## src/rtl/exc_pkg.sv

```systemverilog
package exc_pkg;

    localparam int N_EXC   = 21;
    localparam int ID_W    = $clog2(N_EXC);
    localparam int N_ASYNC = 8;

    // exception ids double as priority rank (0 = highest)
    localparam int EX_HARD_RST = 0;
    localparam int EX_MCHK     = 1;
    localparam int EX_SOFT_RST = 2;
    localparam int EX_FETCH    = 3;
    localparam int EX_IBKPT    = 4;
    localparam int EX_PROG     = 5;
    localparam int EX_SYSCALL  = 6;
    localparam int EX_FPUNAV   = 7;
    localparam int EX_FPENA    = 8;
    localparam int EX_DS_EXTAC = 9;
    localparam int EX_ALIGN    = 10;
    localparam int EX_DS_BLK   = 11;
    localparam int EX_DS_SEG   = 12;
    localparam int EX_DS_TLB   = 13;
    localparam int EX_DS_DBKPT = 14;
    localparam int EX_SYSMGMT  = 15;
    localparam int EX_EXTINT   = 16;
    localparam int EX_PERFMON  = 17;
    localparam int EX_DECR     = 18;
    localparam int EX_THERMAL  = 19;
    localparam int EX_TRACE    = 20;

    // positions inside the pending register
    localparam int PD_HARD_RST = 0;
    localparam int PD_MCHK     = 1;
    localparam int PD_SOFT_RST = 2;
    localparam int PD_SYSMGMT  = 3;
    localparam int PD_EXTINT   = 4;
    localparam int PD_PERFMON  = 5;
    localparam int PD_DECR     = 6;
    localparam int PD_THERMAL  = 7;

    // data-storage status bit positions decoded by the handler
    localparam int DS_BIT_SEG   = 5;
    localparam int DS_BIT_EXTAC = 11;

    typedef enum logic [1:0] {
        ST_IDLE,
        ST_TAKE,
        ST_WAIT
    } res_state_e;

    // which pending bit an exception id consumes on acknowledge
    function automatic logic [N_ASYNC-1:0] pend_mask_of(input logic [ID_W-1:0] id);
        logic [N_ASYNC-1:0] m;
        m = '0;
        unique case (int'(id))
            EX_HARD_RST: m[PD_HARD_RST] = 1'b1;
            EX_MCHK:     m[PD_MCHK]     = 1'b1;
            EX_SOFT_RST: m[PD_SOFT_RST] = 1'b1;
            EX_SYSMGMT:  m[PD_SYSMGMT]  = 1'b1;
            EX_EXTINT:   m[PD_EXTINT]   = 1'b1;
            EX_PERFMON:  m[PD_PERFMON]  = 1'b1;
            EX_DECR:     m[PD_DECR]     = 1'b1;
            EX_THERMAL:  m[PD_THERMAL]  = 1'b1;
            default:     m = '0;
        endcase
        return m;
    endfunction

endpackage

```

## src/rtl/exc_async_pend.sv

```systemverilog
module exc_async_pend #(
    parameter int N = 8
) (
    input  logic         clk,
    input  logic         rst_n,
    input  logic [N-1:0] set_i,
    input  logic [N-1:0] clr_i,
    output logic [N-1:0] pend_o
);

    logic [N-1:0] pend_q;

    always_ff @(posedge clk or negedge rst_n) begin
        if (!rst_n) pend_q <= '0;
        else        pend_q <= (pend_q & ~clr_i) | set_i;
    end

    assign pend_o = pend_q;

    for (genvar g = 0; g < N; g++) begin : g_chk
        // a request is captured on the next edge
        assert_pend_capture_R12: assert property (@(posedge clk) disable iff (!rst_n)
            set_i[g] |=> pend_o[g]);
        // a pending bit is only lost through an acknowledge clear
        assert_pend_hold_R12: assert property (@(posedge clk) disable iff (!rst_n)
            (pend_o[g] && !clr_i[g]) |=> pend_o[g]);
    end

endmodule

```

## src/rtl/exc_prio_pick.sv

```systemverilog
module exc_prio_pick #(
    parameter int N  = 21,
    parameter int IW = $clog2(N)
) (
    input  logic [N-1:0]  req_i,
    output logic [N-1:0]  gnt_o,
    output logic [IW-1:0] idx_o,
    output logic          any_o
);

    // lowest index wins: scan downward so the last hit is the winner
    always_comb begin
        gnt_o = '0;
        idx_o = '0;
        for (int i = N - 1; i >= 0; i--) begin
            if (req_i[i]) begin
                gnt_o    = '0;
                gnt_o[i] = 1'b1;
                idx_o    = IW'(i);
            end
        end
        any_o = |req_i;
    end

endmodule

```

## src/rtl/exc_prio_resolver.sv

```systemverilog
module exc_prio_resolver
    import exc_pkg::*;
#(
    parameter int MC_W    = 4,
    parameter int ALIGN_W = 6,
    parameter int DS_W    = 32
) (
    input  logic               clk,
    input  logic               rst_n,
    input  logic               ee_i,
    input  logic               hard_rst_req_i,
    input  logic [MC_W-1:0]    mc_src_i,
    input  logic               soft_rst_req_i,
    input  logic               sysmgmt_i,
    input  logic               extint_i,
    input  logic               perfmon_i,
    input  logic               decr_i,
    input  logic               thermal_i,
    input  logic               fetch_fault_i,
    input  logic               iaddr_bkpt_i,
    input  logic               prog_i,
    input  logic [1:0]         prog_why_i,
    input  logic               syscall_i,
    input  logic               fp_unavail_i,
    input  logic               fp_enabled_i,
    input  logic               ext_acc_dis_i,
    input  logic [ALIGN_W-1:0] align_src_i,
    input  logic               blk_prot_i,
    input  logic [1:0]         seg_src_i,
    input  logic               tlb_prot_i,
    input  logic               daddr_bkpt_i,
    input  logic               step_en_i,
    input  logic               brtrace_en_i,
    input  logic               is_branch_i,
    input  logic               ack_i,
    output logic               take_o,
    output logic [N_EXC-1:0]   sel_o,
    output logic [ID_W-1:0]    id_o,
    output logic [1:0]         prog_why_o,
    output logic [DS_W-1:0]    ds_status_o
);

    res_state_e state_q, state_d;

    logic [N_ASYNC-1:0] pend, pend_set, pend_clr;
    logic [N_EXC-1:0]   req, gnt;
    logic [ID_W-1:0]    idx;
    logic               any_req;
    logic               seg_any, trace_req, ds_kind;
    logic [DS_W-1:0]    ds_now;

    logic [N_EXC-1:0]   sel_q;
    logic [ID_W-1:0]    id_q;
    logic [1:0]         why_q;
    logic [DS_W-1:0]    ds_q;

    // ---------------- pending latch for asynchronous requests
    always_comb begin
        pend_set              = '0;
        pend_set[PD_HARD_RST] = hard_rst_req_i;
        pend_set[PD_MCHK]     = |mc_src_i;
        pend_set[PD_SOFT_RST] = soft_rst_req_i;
        pend_set[PD_SYSMGMT]  = sysmgmt_i;
        pend_set[PD_EXTINT]   = extint_i;
        pend_set[PD_PERFMON]  = perfmon_i;
        pend_set[PD_DECR]     = decr_i;
        pend_set[PD_THERMAL]  = thermal_i;
    end

    assign pend_clr = (state_q == ST_WAIT && ack_i) ? pend_mask_of(id_q) : '0;

    exc_async_pend #(.N(N_ASYNC)) u_pend (
        .clk    (clk),
        .rst_n  (rst_n),
        .set_i  (pend_set),
        .clr_i  (pend_clr),
        .pend_o (pend)
    );

    // ---------------- request vector in rank order
    assign seg_any   = |seg_src_i;
    assign trace_req = step_en_i | (brtrace_en_i & is_branch_i);

    always_comb begin
        req              = '0;
        req[EX_HARD_RST] = pend[PD_HARD_RST];
        req[EX_MCHK]     = pend[PD_MCHK];
        req[EX_SOFT_RST] = pend[PD_SOFT_RST];
        req[EX_FETCH]    = fetch_fault_i;
        req[EX_IBKPT]    = iaddr_bkpt_i;
        req[EX_PROG]     = prog_i;
        req[EX_SYSCALL]  = syscall_i;
        req[EX_FPUNAV]   = fp_unavail_i;
        req[EX_FPENA]    = fp_enabled_i;
        req[EX_DS_EXTAC] = ext_acc_dis_i;
        req[EX_ALIGN]    = |align_src_i;
        req[EX_DS_BLK]   = blk_prot_i;
        req[EX_DS_SEG]   = seg_any;
        req[EX_DS_TLB]   = tlb_prot_i;
        req[EX_DS_DBKPT] = daddr_bkpt_i;
        req[EX_SYSMGMT]  = pend[PD_SYSMGMT] & ee_i;
        req[EX_EXTINT]   = pend[PD_EXTINT]  & ee_i;
        req[EX_PERFMON]  = pend[PD_PERFMON] & ee_i;
        req[EX_DECR]     = pend[PD_DECR]    & ee_i;
        req[EX_THERMAL]  = pend[PD_THERMAL] & ee_i;
        req[EX_TRACE]    = trace_req;
    end

    exc_prio_pick #(.N(N_EXC), .IW(ID_W)) u_pick (
        .req_i (req),
        .gnt_o (gnt),
        .idx_o (idx),
        .any_o (any_req)
    );

    assign ds_kind = gnt[EX_DS_EXTAC] | gnt[EX_DS_BLK] | gnt[EX_DS_SEG]
                   | gnt[EX_DS_TLB]   | gnt[EX_DS_DBKPT];

    always_comb begin
        ds_now               = '0;
        ds_now[DS_BIT_EXTAC] = ext_acc_dis_i;
        ds_now[DS_BIT_SEG]   = seg_any;
    end

    // ---------------- state register
    always_ff @(posedge clk or negedge rst_n) begin
        if (!rst_n) state_q <= ST_IDLE;
        else        state_q <= state_d;
    end

    always_comb begin
        state_d = state_q;
        unique case (state_q)
            ST_IDLE: if (any_req) state_d = ST_TAKE;
            ST_TAKE: state_d = ST_WAIT;
            ST_WAIT: if (ack_i) state_d = ST_IDLE;
            default: state_d = ST_IDLE;
        endcase
    end

    // ---------------- result capture
    always_ff @(posedge clk or negedge rst_n) begin
        if (!rst_n) begin
            sel_q <= '0;
            id_q  <= '0;
            why_q <= '0;
            ds_q  <= '0;
        end else if (state_q == ST_IDLE && any_req) begin
            sel_q <= gnt;
            id_q  <= idx;
            why_q <= gnt[EX_PROG] ? prog_why_i : 2'd0;
            ds_q  <= ds_kind ? ds_now : '0;
        end
    end

    // ---------------- outputs
    always_comb begin
        take_o      = (state_q == ST_TAKE);
        sel_o       = take_o ? sel_q : '0;
        id_o        = take_o ? id_q  : '0;
        prog_why_o  = take_o ? why_q : 2'd0;
        ds_status_o = take_o ? ds_q  : '0;
    end

    // ---------------- assertions
    assert_take_pulse_R11: assert property (@(posedge clk) disable iff (!rst_n)
        take_o |=> !take_o);

    assert_sel_onehot_R11: assert property (@(posedge clk) disable iff (!rst_n)
        take_o |-> ($countones(sel_o) == 1 && sel_o == (N_EXC'(1) << id_o)));

    assert_quiet_R11: assert property (@(posedge clk) disable iff (!rst_n)
        !take_o |-> (sel_o == '0 && ds_status_o == '0 && prog_why_o == 2'd0));

    assert_why_only_prog_R6: assert property (@(posedge clk) disable iff (!rst_n)
        (take_o && int'(id_o) != EX_PROG) |-> prog_why_o == 2'd0);

    assert_ds_only_storage_R8: assert property (@(posedge clk) disable iff (!rst_n)
        (take_o && int'(id_o) != EX_DS_EXTAC && int'(id_o) != EX_DS_BLK &&
         int'(id_o) != EX_DS_SEG && int'(id_o) != EX_DS_TLB &&
         int'(id_o) != EX_DS_DBKPT) |-> ds_status_o == '0);

    assert_mask_gate_R10: assert property (@(posedge clk) disable iff (!rst_n)
        (take_o && int'(id_o) >= EX_SYSMGMT && int'(id_o) <= EX_THERMAL) |-> $past(ee_i));

    assert_no_retake_R12: assert property (@(posedge clk) disable iff (!rst_n)
        (state_q == ST_WAIT && !ack_i) |=> !take_o);

endmodule

```

## config.mk

```make
export PLATFORM = sky130hd
export DESIGN_NAME = exc_prio_resolver
export DESIGN_NICKNAME = d
export VERILOG_FILES = /design/src/rtl/exc_pkg.sv /design/src/rtl/exc_async_pend.sv /design/src/rtl/exc_prio_pick.sv /design/src/rtl/exc_prio_resolver.sv
export SDC_FILE = /design/constraint.sdc
export NUM_CORES = 1
export LEC_CHECK = 0
export ABC_AREA = 1
export BUFFER_PORTS_ARGS = -buffer_cell sky130_fd_sc_hd__buf_2
export CORE_UTILIZATION = 30
export CTS_CLUSTER_SIZE = 8
export DETAILED_ROUTE_END_ITERATION = 8
export GPL_TIMING_DRIVEN = 0
export PLACE_DENSITY_LB_ADDON = 0.15
export SYNTH_ARGS = -nofsm -noshare
export SYNTH_HDL_FRONTEND = slang
export SYNTH_SLANG_ARGS = --single-unit
```

## constraint.sdc

```tcl
create_clock -name clk -period 1.65 [get_ports clk]
set_input_delay 0 -clock clk [delete_from_list [all_inputs] [get_ports clk]]
set_output_delay 0 -clock clk [all_outputs]
set_load 0.01 [all_outputs]
```

Yosys cells after proc, flatten, opt, wreduce, memory -nomap -nowiden:

Cells that the tools add are included.

* bits in registers: 70
* input port bits: 38
* output and inout bits: 61
* word-level logic and storage cells: 100

* eq/ne operators: 11
* mux-type cells: 60
* bitwise logic cells: 14
* reductions and logical operators: 9

Operator list (number)
* $mux 21: 22
* $mux 5: 22
* $mux 32: 1
* $reduce_or 27->1: 1
* $eq 5x5->1 const B: 4
* $mux 12: 1
* $and 8x8->8: 1
* $mux 1: 8
* $mux 2: 4
* $mux 8: 1
* $not 8->8: 1
* $or 8x8->8: 1
* $and 1x1->1: 6
* $pmux 2 s3: 1
* $reduce_or 6->1: 1
* $eq 5x1->1 const B: 1
* $eq 5x2->1 const B: 1
* $eq 5x4->1 const B: 1
* $logic_not 5->1: 1
* $or 1x1->1: 5
* $ne 2x2->1 const B: 2
* $reduce_or 4->1: 1
* $eq 2x1->1 const B: 1
* $eq 2x2->1 const B: 1
* 4 further kinds: 5

Depth between registers and ports, before layout:

Gate-level depths: netlist of the first run.

* depth after elaboration: 28
* mapped depth: 15
* gate-level depth less buffers: 15

Cells and area by module:

Synthesis of the first run repeated with hierarchy kept, for this count alone.

* cells, all modules: 387
* area, all modules: 2765.2 sq um

By module, submodules not included
* exc_prio_resolver: instances 1, cells an instance 247, area an instance 1973.1 sq um, seq. area each 800.8 sq um
* exc_prio_pick: instances 1, cells an instance 100, area an instance 471.7 sq um, seq. area each 0.0 sq um
* exc_async_pend: instances 1, cells an instance 40, area an instance 320.3 sq um, seq. area each 200.2 sq um

Worst setup path after synthesis of the first run:

Ideal clock, no wire load.

* path type: reg-to-reg
* start: register u_pend.pend_q[2], in the netlist u_pend.pend_o[2]
* end: register sel_q[10]
* setup time: 0.119 ns
* arrival: 1.388 ns
* required time: 1.531 ns
* setup slack: 0.143 ns
* stages on the path, launching flop included: 12
* path through: dfrtp_1 > inv_1 > nand3_2 > nor2_2 > nand2_2 > nor2_4 > nand3_2 > nand2_4 > inv_6 > buf_6 > nand3_1 > o21ai_2

* longest elaborated chain between the ends: 3

Ends and longest elaborated chain
* from (decl): RTL line exc_async_pend.sv:11 `logic [N-1:0] pend_q;`
* from (signal assigned): RTL line exc_async_pend.sv:15 `else pend_q <= (pend_q & ~clr_i) | set_i;`
* $mux 21 (3 in series): RTL line exc_prio_pick.sv:16 `if (req_i[i]) begin`
* to (signal assigned): RTL line exc_prio_resolver.sv:149 `sel_q <= gnt;`
* to (decl): RTL line exc_prio_resolver.sv:52 `logic [N_EXC-1:0] sel_q;`

Parallel ways exist; a longest one is shown, timed or not.
A chain may end at the register's enable or synchronous reset.

Worst setup path after layout of the first run:

* start: register u_pend.pend_q[0], in the netlist u_pend.pend_o[0]
* end: register sel_q[17]

* longest elaborated chain between the ends: 2

Ends and longest elaborated chain
* $reduce_or 27->1: RTL line exc_prio_pick.sv:22 `any_o = |req_i;`
* $logic_and 1x1->1: RTL line exc_prio_resolver.sv:148 `end else if (state_q == ST_IDLE && any_req) begin`

Parallel ways exist; a longest one is shown, timed or not.

==> key figures, run 1 <==
Floorplanning
  • Die width: between 90 and 100 um
  • Io pins: 99
  • Die Ht: between 90 and 100 um
  • Die ar.: around 0.009 sq mm
  • # rows: 33
  • Core Box Area: 0.00826 sq mm
  • Initial core utilization: 0.313

Clocking
  • CTS tree: built
  • CTS buffer count: 5
  • Clock Latency Late Sink: a little under 0.3 ns
  • TritonCTS Sinks: 40
  • Root Buffer Master: clkbuf_8
  • CTS max path bufs: 2
  • Clock edge transition at the registers on the reported setup and hold paths: ~0.08 ns
  • H-tree depth: 2

Timing
  • Rel. slew slack: 0.383
  • Max Clock Skew: 0.00523 ns
  • Min Tclk post-route: approximately 1.7 ns
  • RSZ-0062 raised after global routing: yes
  • Final setup vio count: 1
  • Worst Max-Slew Pin Slew: 0.926 ns
  • Crit share post-route: 1.00
  • Final slew viol count: 0
  • Max Freq: 0.605 GHz
  • Final WS setup: -0.00389 ns
  • Number of hold violations in the final report: 0

Placement
  • Port Buf Inserts: between 60 and 70
  • DP HPWL: 5180 um
  • Routability Congestion: 0.863
  • DP Worst Slack: -0.117 ns
  • Cells after DPL: ~550

Detailed routing
  • Routed Wire Length: 6860 um
  • Drt wl/cell: around 12 um
  • DRT Pass-1 Iters: 4
  • Vias: around 2500
  • Remaining antenna violation count after routing: 0
  • DR iter-0 viols: between 80 and 90
  • Residual DRC: 0
  • Via density: roughly 4.3

Power and ir drop
  • Leak Pwr: around 1.9 nW
  • Worst VDD drop: slightly below 0.0005 V
  • PD cells: just over 900 mW/mm^2

Synthesis
  • Post-synth ARST share: 1.00
  • Post-synth EDFFs: 0
  • Synth top area cells: dfrtp_1, buf_4, inv_1
  • Most used DFF post-synth: dfrtp_1
  • Yosys reg bits: 40
  • Post-synth top area share: 0.388
  • Mapped cell area: 0.00258 sq mm
  • Sequential share of the synthesized area: 0.388
  • Synth area leader: dfrtp_1
  • Synthesis Warnings: 0
  • Post-Syn Instances: 344
  • Distinct cells, synth: 30
  • Synthesized area per cell: 7.50 sq um

Worst setup path
  • Critical path required time: approximately 1.8 ns
  • WP data arrival: 1.84 ns
  • Critical path type: reg -> reg
  • Worst Path Max Fanout: 10
  • Crit-path cells: inv_2 > nand3_4 > nor2_4 > nand2_2 > nor2_4 > nand3_2 > nand2_4 > inv_8 > buf_12 > nand2_1 > o21ai_2
  • Slowest Stage Delay on Critical Path: 0.42 ns
  • CP Capture Type: flop
  • Critical Path Start Type: flop
  • Slowest-stage cell, CP: dfrtp_2
  • Cell mode on critical path: nor2_4

Global route
  • GRT overflow: 0
  • Initial antenna violation count: 0
  • First-pass GRT wire length: about 11000 um
  • Vias in the first global route: 2353
  • Largest net degree at the start of global routing: a little over 40
  • Tot GR Track Use: 0.164

Outcome
  • Failing checks: setup timing
  • Status: finished with violations

Finish
  • Final net count: 513
  • Area Overhead vs Synth: 40.0%
  • Share of layout cells above drive strength 1: 0.362
  • Antenna cells: 0
  • Highest-count cells in the layout ignoring fill and taps: buf_2, inv_1, nand2_1
  • Non-filler cells, final: between 500 and 600
  • Commonest non-fill, non-tap cell in the layout: buf_2

Job
  • Max Cap Viol: 0

Hold path
  • Hold Crit Class: in -> reg
[cell type report]
type                            instances  area (sq um)
Inverter                               62           243
Sequential cell                        40          1000
Timing Repair Buffer                   95           587
Fill cell                             885          4640
Buffer                                 38           327
Clock inverter                          2          60.1
Clock buffer                            5          68.8
Multi-Input combinational cell        233          1190
Tap cell                              105           131
[Yosys cell counts, types with 3 or more instances]
library cell and n:
nor2_1 53, o21bai_1 3, nand2_1 58, nor2_2 3, nor3_1 11, o22ai_2 3
nand3_2 3, buf_4 30, nand3_1 22, nand4_1 4, buf_6 4, clkbuf_1 3
inv_1 59, o21ai_2 19, a21oi_1 5, o21ai_0 8, dfrtp_1 40
[through the flow]
| stage | hold WS, ns | util | cell area, sq um | power (mW) | TNS [ns] |
|---|---|---|---|---|---|
| detailed placement | 0.188 | 0.382 | 3160 | 2.23 | -1.27 |
| floorplan | -0.296 | - | 2690 | 1.87 | 0 |
| CTS | 0.00134 | 0.427 | 3530 | 3.30 | -0.00472 |
| finish | 0.0101 | 0.438 | 3610 | 3.34 | -0.00389 |
| global route | 0.00425 | 0.438 | 3610 | 3.55 | -0.938 |
| global placement | 0.184 | 0.382 | 3160 | 2.23 | -1.28 |
[registers in the layout (all words and copies together), names as in the netlist]
name	cells
ds_q	2
state_q	2
why_q	2
sel_q	21
u_pend.pend_o	8
id_q	5
[worst max-delay path, delay by kind of cell (launching register included)]
| family | cells | cell delay (ns) |
|---|---|---|
| AO/OA/AOI/OAI | 1 | 0.05 |
| buffers and inverters | 3 | 0.31 |
| AND/OR/NAND/NOR | 7 | 0.76 |
| flip-flops | 1 | 0.42 |
[routing by layer]
layer,global-route usage,vias up,wire length (um)
met5,0,-,0
met4,0.0530,0,95
met3,0.0322,8,328
met2,0.281,76,3430
met1,0.205,1123,3000
li1,-,1267,-
[logic make-up after synthesis]
family                 count (synthesis)  share of synthesized area
other                                  1                    0.00145
DFF                                   40                      0.388
AOI/OAI and AO/OA                     42                      0.126
and+or+nand+nor                      161                      0.277
buffers and inverters                100                      0.207
[power by group]
group	internal (mW)	switching [mW]	total [mW]
clock network	0.595	0.337	0.933
logic	0.501	0.825	1.33
registers	1.04	0.0384	1.08
[final timing paths]
path | start | end | slack (ns) | cells past startpoint
min in group asynchronous | rst_n | sel_q[16] | 0.39 | 2
max | u_pend.pend_o[0] | sel_q[17] | -0.004 | 11
min reg2reg | sel_q[4] | sel_q[4] | 0.48 | 2
max in group asynchronous | rst_n | u_pend.pend_o[1] | 0.63 | 2
min | iaddr_bkpt_i | sel_q[4] | 0.01 | 3
max reg2reg | u_pend.pend_o[0] | sel_q[17] | -0.004 | 11
[what timing repair did]
action,in CTS,in global routing
setup buffers,9,4
cloned,0,0
hold buffers,14,1
pin swaps,3,4
hold endpoints to repair,52,1
setup endpoints to repair,41,40
gates resized for setup,13,14
Note: power is estimated with default switching activity, not from simulation.
==> run 2, diff against run 1 <==
--- a/config.mk
+++ b/config.mk
@@ -5,7 +5,6 @@
 export SDC_FILE = /design/constraint.sdc
 export NUM_CORES = 1
 export LEC_CHECK = 0
-export ABC_AREA = 1
 export BUFFER_PORTS_ARGS = -buffer_cell sky130_fd_sc_hd__buf_2
 export CORE_UTILIZATION = 30
 export CTS_CLUSTER_SIZE = 8
==> run 2 against run 1 <==
Effect of this change:
- global-route usage rose by 1.1 points
- combinational power rose by 31%
- final cell count fell by 11%
- non-clock buffer count rose by 7
- the flow still finishes with violations (setup timing)
- power rose by 6.8%
- die area fell by 7.2%
- synthesized area fell by 7.3%
- hold slack got worse by 0.0035 ns
- largest power group unchanged
- worst setup slack got worse by 0.26 ns
- critical path type unchanged
==> key figures, run 2 <==
Outcome
  • Status: finished with violations (unchanged)
  • Failing checks: setup timing (unchanged)

Global route
  • First-pass GRT wire length: 11200 um (was 11100 um)
  • Vias in the first global route: 2171 (was 2353)
  • Tot GR Track Use: 0.175 (was 0.164)
  • Initial antenna violation count: 0 (unchanged)
  • Largest net degree at the start of global routing: 41 (unchanged)
  • GRT overflow: 0 (unchanged)

Floorplanning
  • Die ar.: 0.00834 sq mm (was 0.00898 sq mm)
  • Initial core utilization: 0.310 (was 0.313)
  • Core Box Area: 0.00773 sq mm (was 0.00826 sq mm)
  • Io pins: 99 (unchanged)
  • Die Ht: 91.3 um (was 94.8 um)
  • # rows: 32 (was 33)
  • Die width: 91.3 um (was 94.8 um)

Worst setup path
  • Slowest-stage cell, CP: o41ai_4 (was dfrtp_2)
  • Critical Path Start Type: flop (unchanged)
  • Critical path required time: 1.85 ns (was 1.84 ns)
  • Critical path type: reg -> reg (unchanged)
  • Reg-to-reg critical path startpoint: u_pend.pend_o[2] (was u_pend.pend_o[0])
  • Crit Reg-Reg Endpoint: id_q[1] (was sel_q[17])
  • Reg2Reg Setup Slack: -0.27 ns (was -0.004 ns)
  • WP data arrival: 2.11 ns (was 1.84 ns)
  • Crit-path cells: nor4_4 > nand2_2 > o41ai_4 > buf_6 > buf_8 > nand2_2 > o41ai_2 (was inv_2 > nand3_4 > nor2_4 > nand2_2 > nor2_4 > nand3_2 > nand2_4 > inv_8 > buf_12 > nand2_1 > o21ai_2)
  • CP Capture Type: flop (unchanged)
  • Slowest Stage Delay on Critical Path: 0.48 ns (was 0.42 ns)
  • Worst Path Max Fanout: 5 (was 10)
  • Cell mode on critical path: nand2_2 (was nor2_4)
  • Worst Reg2Reg Path Length in Cells: 7 (was 11)

Timing
  • Max Clock Skew: 0.00831 ns (was 0.00523 ns)
  • Rel. slew slack: 0.402 (was 0.383)
  • Final WS setup: -0.266 ns (was -0.00389 ns)
  • Min Tclk post-route: 1.92 ns (was 1.65 ns)
  • TNS Setup: -6.84 ns (was -0.00389 ns)
  • RSZ-0062 raised after global routing: yes (unchanged)
  • Worst Max-Slew Pin Slew: 0.898 ns (was 0.926 ns)
  • Crit share post-route: 1.16 (was 1.00)
  • Max Freq: 0.522 GHz (was 0.605 GHz)
  • Hold WS: 0.00663 ns (was 0.0101 ns)
  • Number of hold violations in the final report: 0 (unchanged)
  • Final setup vio count: 30 (was 1)
  • Final slew viol count: 0 (unchanged)

Placement
  • DP Area: 0.00298 sq mm (was 0.00316 sq mm)
  • Routability Congestion: 0.794 (was 0.863)
  • DP HPWL: 4950 um (was 5180 um)
  • DP Worst Slack: -0.469 ns (was -0.117 ns)
  • Port Buf Inserts: 68 (was 67)
  • Cells after DPL: 477 (was 545)

Power and ir drop
  • Seq pwr share: 0.319 (was 0.323)
  • Worst VDD drop: 0.000398 V (was 0.000486 V)
  • Total power: 3.56 mW (was 3.34 mW)
  • Clock Power Share: 0.193 (was 0.279)
  • Leak Pwr: 1.81 nW (was 1.89 nW)
  • Sw frac: 0.381 (was 0.360)
  • PD cells: 991 mW/mm^2 (was 924 mW/mm^2)
  • Switching pwr: 1.36 mW (was 1.20 mW)
  • Share of power burned in combinational logic: 0.488 (was 0.397)
  • Cell Int Power: 2.21 mW (was 2.14 mW)

Detailed routing
  • Remaining antenna violation count after routing: 0 (unchanged)
  • Routed Wire Length: 7100 um (was 6860 um)
  • Via density: 4.47 (was 4.27)
  • DRT Pass-1 Iters: 4 (unchanged)
  • DR iter-0 viols: 105 (was 89)
  • Vias: 2316 (was 2474)
  • Drt wl/cell: 13.7 um (was 11.8 um)
  • Residual DRC: 0 (unchanged)

Finish
  • Final net count: 453 (was 513)
  • Max reg flops: 21 (unchanged)
  • Antenna cells: 0 (unchanged)
  • Final instance area: 0.00360 sq mm (was 0.00361 sq mm)
  • Highest-count cells in the layout ignoring fill and taps: buf_2, buf_4, nand2_1 (was buf_2, inv_1, nand2_1)
  • Share of layout cells above drive strength 1: 0.406 (was 0.362)
  • Non-filler cells, final: 518 (was 580)
  • Final core utilization: 0.465 (was 0.438)
  • Area Overhead vs Synth: 50.3% (was 40.0%)
  • Commonest non-fill, non-tap cell in the layout: buf_2 (unchanged)
  • Top reg by flops: sel_q (unchanged)

Clocking
  • H-tree depth: 2 (unchanged)
  • CTS max path bufs: 2 (unchanged)
  • Clock edge transition at the registers on the reported setup and hold paths: 0.08 ns (about the same)
  • CTS buffer count: 5 (unchanged)
  • Root Buffer Master: clkbuf_8 (unchanged)
  • Clock Latency Late Sink: 0.30 ns (was 0.29 ns)
  • CTS tree: built (unchanged)
  • TritonCTS Sinks: 40 (unchanged)

Synthesis
  • Synthesis Warnings: 0 (unchanged)
  • Mapped cell area: 0.00239 sq mm (was 0.00258 sq mm)
  • Post-synth ARST share: 1.00 (unchanged)
  • Synth area leader: dfrtp_1 (unchanged)
  • Synthesized area per cell: 8.61 sq um (was 7.50 sq um)
  • Count leader, synth: nand2_1 (was inv_1)
  • Sequential share of the synthesized area: 0.418 (was 0.388)
  • Commonest cells in the synthesized netlist: nand2_1, dfrtp_1, and2_1 (was inv_1, nand2_1, nor2_1)
  • Post-synth top area share: 0.418 (was 0.388)
  • Distinct cells, synth: 38 (was 30)
  • Yosys reg bits: 40 (unchanged)
  • Post-Syn Instances: 278 (was 344)
  • Post-synth EDFFs: 0 (unchanged)
  • Synth top area cells: dfrtp_1, buf_4, nand2_1 (was dfrtp_1, buf_4, inv_1)
  • Most used DFF post-synth: dfrtp_1 (unchanged)

Hold path
  • Hold Startpoint: daddr_bkpt_i (was iaddr_bkpt_i)
  • Hold Crit Depth: 3 (unchanged)
  • Worst Hold End: sel_q[14] (was sel_q[4])
  • Hold Crit Class: in -> reg (unchanged)

Job
  • Max Cap Viol: 0 (unchanged)
-- run 2: cell count changes in the layout (fill, tap and decap cells not counted), sizes merged, moves of 5 or more --
cell,previous run,this run
nand2,61,55
nor2,58,17
nand4b,0,5
nor3,11,4
nand3,25,8
inv,62,6
and2,0,32
a21o,0,10
nor4,1,6
o21ai,28,19
clkbuf,7,13
-- run 2: what timing repair did --
item | in CTS | in global routing
pin swaps | 10 | 7
hold endpoints to repair | 56 | 0
endpoints found under the setup margin | 60 | 59
buffers inserted | 11 | 3
gates cloned | 1 | 2
resized for setup | 29 | 28
hold buffers | 17 | 0
-- run 2: layout make-up --
class / count / area [sq um]
buffer: 38 / 312
clock buffer: 8 / 90.1
multi-input combinational: 222 / 1330
sequential: 40 / 1010
tap: 102 / 128
timing repair buffer: 102 / 701
fill: 811 / 4130
inverter: 6 / 27.5
-- run 2: layer usage --
| layer | track usage | vias to the layer above | share of wire |
|---|---|---|---|
| met1 | 0.237 | 1074 | 0.46 |
| met2 | 0.288 | 69 | 0.49 |
| li1 | - | 1165 | - |
| met4 | 0.0476 | 0 | 0.012 |
| met3 | 0.0285 | 8 | 0.043 |
| met5 | 0 | - | 0 |
-- run 2: power by group through the flow --
stage               sequential [mW]  clock (mW)  combinational, mW
detailed placement             1.13           0               1.06
floorplan                      1.11           0              0.674
global placement               1.13           0               1.05
CTS                            1.13       0.700               1.45
finish                         1.14       0.687               1.74
global route                   1.15       0.748               1.86
-- run 2: logic make-up (layout without fill, tap and decap cells) --
family | after synthesis | after routing | synth area share
buffers and inverters | 45 | 154 | 0.126
flip-flops | 40 | 40 | 0.418
AND/OR/NAND/NOR | 141 | 141 | 0.306
AO/OA/AOI/OAI | 51 | 51 | 0.149
other | 1 | 30 | 0.00157
-- run 2: worst max-delay path, delay by kind of cell (launching register included) --
family / cells / cell delay [ns]
buffers and inverters: 2 / 0.34
and+or+nand+nor: 3 / 0.50
AOI/OAI and AO/OA: 2 / 0.53
DFF: 1 / 0.43
-- run 2: worst max path at each step --
stage | startpoint | end | slack [ns]
5_1_grt | u_pend.pend_o[2] | sel_q[8] | -0.35
6_report | u_pend.pend_o[2] | id_q[1] | -0.27
4_1_cts | u_pend.pend_o[2] | id_q[2] | -0.21
2_1_floorplan | u_pend.pend_o[6] | id_q[1] | -0.23
3_5_place_dp | u_pend.pend_o[6] | id_q[1] | -0.47
3_3_place_gp | u_pend.pend_o[0] | sel_q[19] | -0.48
==> run 3, diff against run 2 <==
--- a/config.mk
+++ b/config.mk
@@ -13,4 +13,5 @@
 export PLACE_DENSITY_LB_ADDON = 0.15
 export SYNTH_ARGS = -nofsm -noshare
 export SYNTH_HDL_FRONTEND = slang
+export SYNTH_HIERARCHICAL = 1
 export SYNTH_SLANG_ARGS = --single-unit
==> run 3 against run 2 <==
Effect of this change:
- the run still ends with setup timing left
- clock skew is 0.0054 ns lower
- die area grew 6.4%
- non-clock buffer count is 6 lower
- register-to-register slack got worse by 0.18 ns
- largest power group unchanged
==> key figures, run 3 <==
Timing
  • Max Clock Skew: 0.00286 ns (was 0.00831 ns)
  • Max Freq: 0.476 GHz (was 0.522 GHz)
  • Worst Max-Slew Pin Slew: 0.933 ns (was 0.898 ns)
  • Rel. slew slack: 0.378 (was 0.402)
  • Final WS setup: -0.449 ns (was -0.266 ns)
  • Crit share post-route: 1.27 (was 1.16)
  • Hold WS: 0.120 ns (was 0.00663 ns)
  • Min Tclk post-route: 2.10 ns (was 1.92 ns)
  • TNS Setup: -12.48 ns (was -6.84 ns)
  • Number of hold violations in the final report: 0 (unchanged)
  • RSZ-0062 raised after global routing: yes (unchanged)
  • Final setup vio count: 31 (was 30)
  • Final slew viol count: 0 (unchanged)

Detailed routing
  • DRT Pass-1 Iters: 4 (unchanged)
  • Remaining antenna violation count after routing: 0 (unchanged)
  • DR iter-0 viols: 59 (was 105)
  • Routed Wire Length: 6380 um (was 7100 um)
  • Drt wl/cell: 12.7 um (was 13.7 um)
  • Via density: 4.42 (was 4.47)
  • Vias: 2215 (was 2316)
  • Residual DRC: 0 (unchanged)

Synthesis
  • Yosys reg bits: 40 (unchanged)
  • Commonest cells in the synthesized netlist: dfrtp_1, and2_1, buf_4 (was nand2_1, dfrtp_1, and2_1)
  • Post-Syn Instances: 262 (was 278)
  • Synthesized area per cell: 9.73 sq um (was 8.61 sq um)
  • Synth Area in Simple Gates: 0.291 (was 0.306)
  • Post-synth top area share: 0.393 (was 0.418)
  • Mux cell area share after synthesis: 0.115 (was 0)
  • Synth Area in XOR/XNOR: 0 (unchanged)
  • Most used DFF post-synth: dfrtp_1 (unchanged)
  • Synth top area cells: dfrtp_1, mux2_2, and2_1 (was dfrtp_1, buf_4, nand2_1)
  • Count leader, synth: dfrtp_1 (was nand2_1)
  • Compound-gate portion of the synthesized area: 0.0692 (was 0.149)
  • Mapped cell area: 0.00255 sq mm (was 0.00239 sq mm)
  • Adder-cell share of the synthesized area: 0 (unchanged)
  • Post-synth EDFFs: 0 (unchanged)
  • Main combinational cell family by area after synthesis: simple AND/OR/NAND/NOR gates (unchanged)
  • Sequential share of the synthesized area: 0.393 (was 0.418)
  • Post-synth ARST share: 1.00 (unchanged)
  • Synthesis Warnings: 6 (was 0)
  • Distinct cells, synth: 40 (was 38)
  • Synth area leader: dfrtp_1 (unchanged)

Global route
  • Largest net degree at the start of global routing: 41 (unchanged)
  • Vias in the first global route: 1990 (was 2171)
  • GRT overflow: 0 (unchanged)
  • First-pass GRT wire length: 9830 um (was 11200 um)
  • Initial antenna violation count: 0 (unchanged)
  • Tot GR Track Use: 0.149 (was 0.175)

Floorplanning
  • # rows: 33 (was 32)
  • Core Box Area: 0.00822 sq mm (was 0.00773 sq mm)
  • Initial core utilization: 0.310 (about the same)
  • Die ar.: 0.00887 sq mm (was 0.00834 sq mm)
  • Die Ht: 94.2 um (was 91.3 um)
  • Io pins: 99 (unchanged)
  • Die width: 94.2 um (was 91.3 um)

Finish
  • Share of layout cells above drive strength 1: 0.460 (was 0.406)
  • Antenna cells: 0 (unchanged)
  • Top reg by flops: sel_q (unchanged)
  • Register Area: 0.00100 sq mm (was 0.00101 sq mm)
  • Area taken by multi-input logic gates: 0.00140 sq mm (was 0.00133 sq mm)
  • Final core utilization: 0.438 (was 0.465)
  • Commonest non-fill, non-tap cell in the layout: buf_2 (unchanged)
  • Area Overhead vs Synth: 41.1% (was 50.3%)
  • Max reg flops: 21 (unchanged)
  • Final net count: 433 (was 453)
  • Final instance area: 0.00360 sq mm (about the same)
  • Highest-count cells in the layout ignoring fill and taps: buf_2, buf_4, dfrtp_1 (was buf_2, buf_4, nand2_1)
  • Filler instances: 856 (was 811)

Clocking
  • Clock Latency Late Sink: 0.29 ns (was 0.30 ns)
  • CTS tree: built (unchanged)
  • Clock edge transition at the registers on the reported setup and hold paths: 0.08 ns (about the same)
  • CTS buffer count: 5 (unchanged)
  • TritonCTS Sinks: 40 (unchanged)
  • CTS max path bufs: 2 (unchanged)
  • H-tree depth: 2 (unchanged)
  • Root Buffer Master: clkbuf_8 (unchanged)

Outcome
  • Failing checks: setup timing (unchanged)
  • Status: finished with violations (unchanged)

Placement
  • Port Buf Inserts: 68 (unchanged)
  • DP HPWL: 4580 um (was 4950 um)
  • Routability Congestion: 0.771 (was 0.794)
  • DP Worst Slack: -0.798 ns (was -0.469 ns)
  • DP Area: 0.00315 sq mm (was 0.00298 sq mm)

Worst setup path
  • WP data arrival: 2.28 ns (was 2.11 ns)
  • Setup crit start: u_pend/pend_o[2] (was u_pend.pend_o[2])
  • Worst Path Max Fanout: 7 (was 5)
  • Critical path required time: 1.83 ns (was 1.85 ns)
  • Crit-path cells: nor4_4 > nand3_2 > or4_4 > nor3b_4 > buf_6 > mux2_4 (was nor4_4 > nand2_2 > o41ai_4 > buf_6 > buf_8 > nand2_2 > o41ai_2)
  • Slowest-stage cell, CP: or4_4 (was o41ai_4)
  • Critical path type: reg -> reg (unchanged)
  • Crit path capture: sel_q[18] (was id_q[1])
  • Critical Path Stages: 6 (was 7)
  • Reg-to-reg critical path startpoint: u_pend/pend_o[2] (was u_pend.pend_o[2])
  • Critical Path Start Type: flop (unchanged)
  • CP Capture Type: flop (unchanged)
  • Reg2Reg Setup Slack: -0.45 ns (was -0.27 ns)
  • Worst path bufs/invs: 1 (was 2)
  • Crit Reg-Reg Endpoint: sel_q[18] (was id_q[1])
  • Worst Reg2Reg Path Length in Cells: 6 (was 7)
  • Slowest Stage Delay on Critical Path: 0.43 ns (was 0.48 ns)
  • Critical path's top delay family: simple AND/OR/NAND/NOR gates (was compound AO/OA/AOI/OAI gates)

Power and ir drop
  • Leak Pwr: 1.79 nW (was 1.81 nW)
  • Worst VDD drop: 0.000331 V (was 0.000398 V)
  • PD cells: 876 mW/mm^2 (was 991 mW/mm^2)

Hold path
  • Hold Crit Class: in -> reg (unchanged)

Job
  • Max Cap Viol: 0 (unchanged)
[run 3: tightest hold or removal path, stage by stage]
cell,delay [ns]
buf_2,0.18
nor3b_2,0.09
nand3_2,0.05
o21ai_1,0.05
[run 3: worst min-delay path by stage]
stage,from,end,slack [ns],cells past startpoint
floorplan,rst_n,ds_q[11],-0.30,0
global placement,sysmgmt_i,u_pend/pend_o[3],0.18,2
detailed placement,perfmon_i,u_pend/pend_o[5],0.18,2
CTS,seg_src_i[0],ds_q[5],0.11,4
global route,seg_src_i[1],ds_q[5],0.13,4
finish,iaddr_bkpt_i,why_q[0],0.12,4
[run 3: report_power, final]
part           internal, mW  switching (mW)  leakage [nW]
Sequential             1.04          0.0790         0.508
Combinational         0.701           0.641          1.23
Clock                 0.342           0.346        0.0455
[run 3: repair_timing]
action                                 4_1_cts  5_1_grt
gates cloned                                 2        0
hold buffers                                13        0
setup endpoints to repair                   61       46
buffers inserted                            12        2
gates resized for setup                     26        9
endpoints found under the hold margin       51        0
pin swaps                                    5        4
[run 3: per-layer routing]
layer	part of all wire	track usage
met1	0.47	0.188
met4	0.021	0.0564
met3	0.055	0.0299
met5	0	0
met2	0.45	0.248
[run 3: kinds of logic (layout without fill, tap and decap cells)]
group,after synthesis,after routing
AO/OA/AOI/OAI,25,25
buffers and inverters,52,157
flip-flops,40,40
multiplexers,26,26
other,1,30
AND/OR/NAND/NOR,118,118
[run 3: final cells by class]
type                            instances  area share
Inverter                               15      0.0157
Timing Repair Buffer                   97       0.174
Clock buffer                            8      0.0250
Buffer                                 37      0.0797
Multi-Input combinational cell        199       0.390
Sequential cell                        40       0.279
Tap cell                              105      0.0365
[run 3: stage by stage]
stage               total power [mW]  cells
floorplan                       1.81    291
global placement                2.11    464
detailed placement              2.12    464
CTS                             3.15    499
global route                    3.35    501
finish                          3.15    501
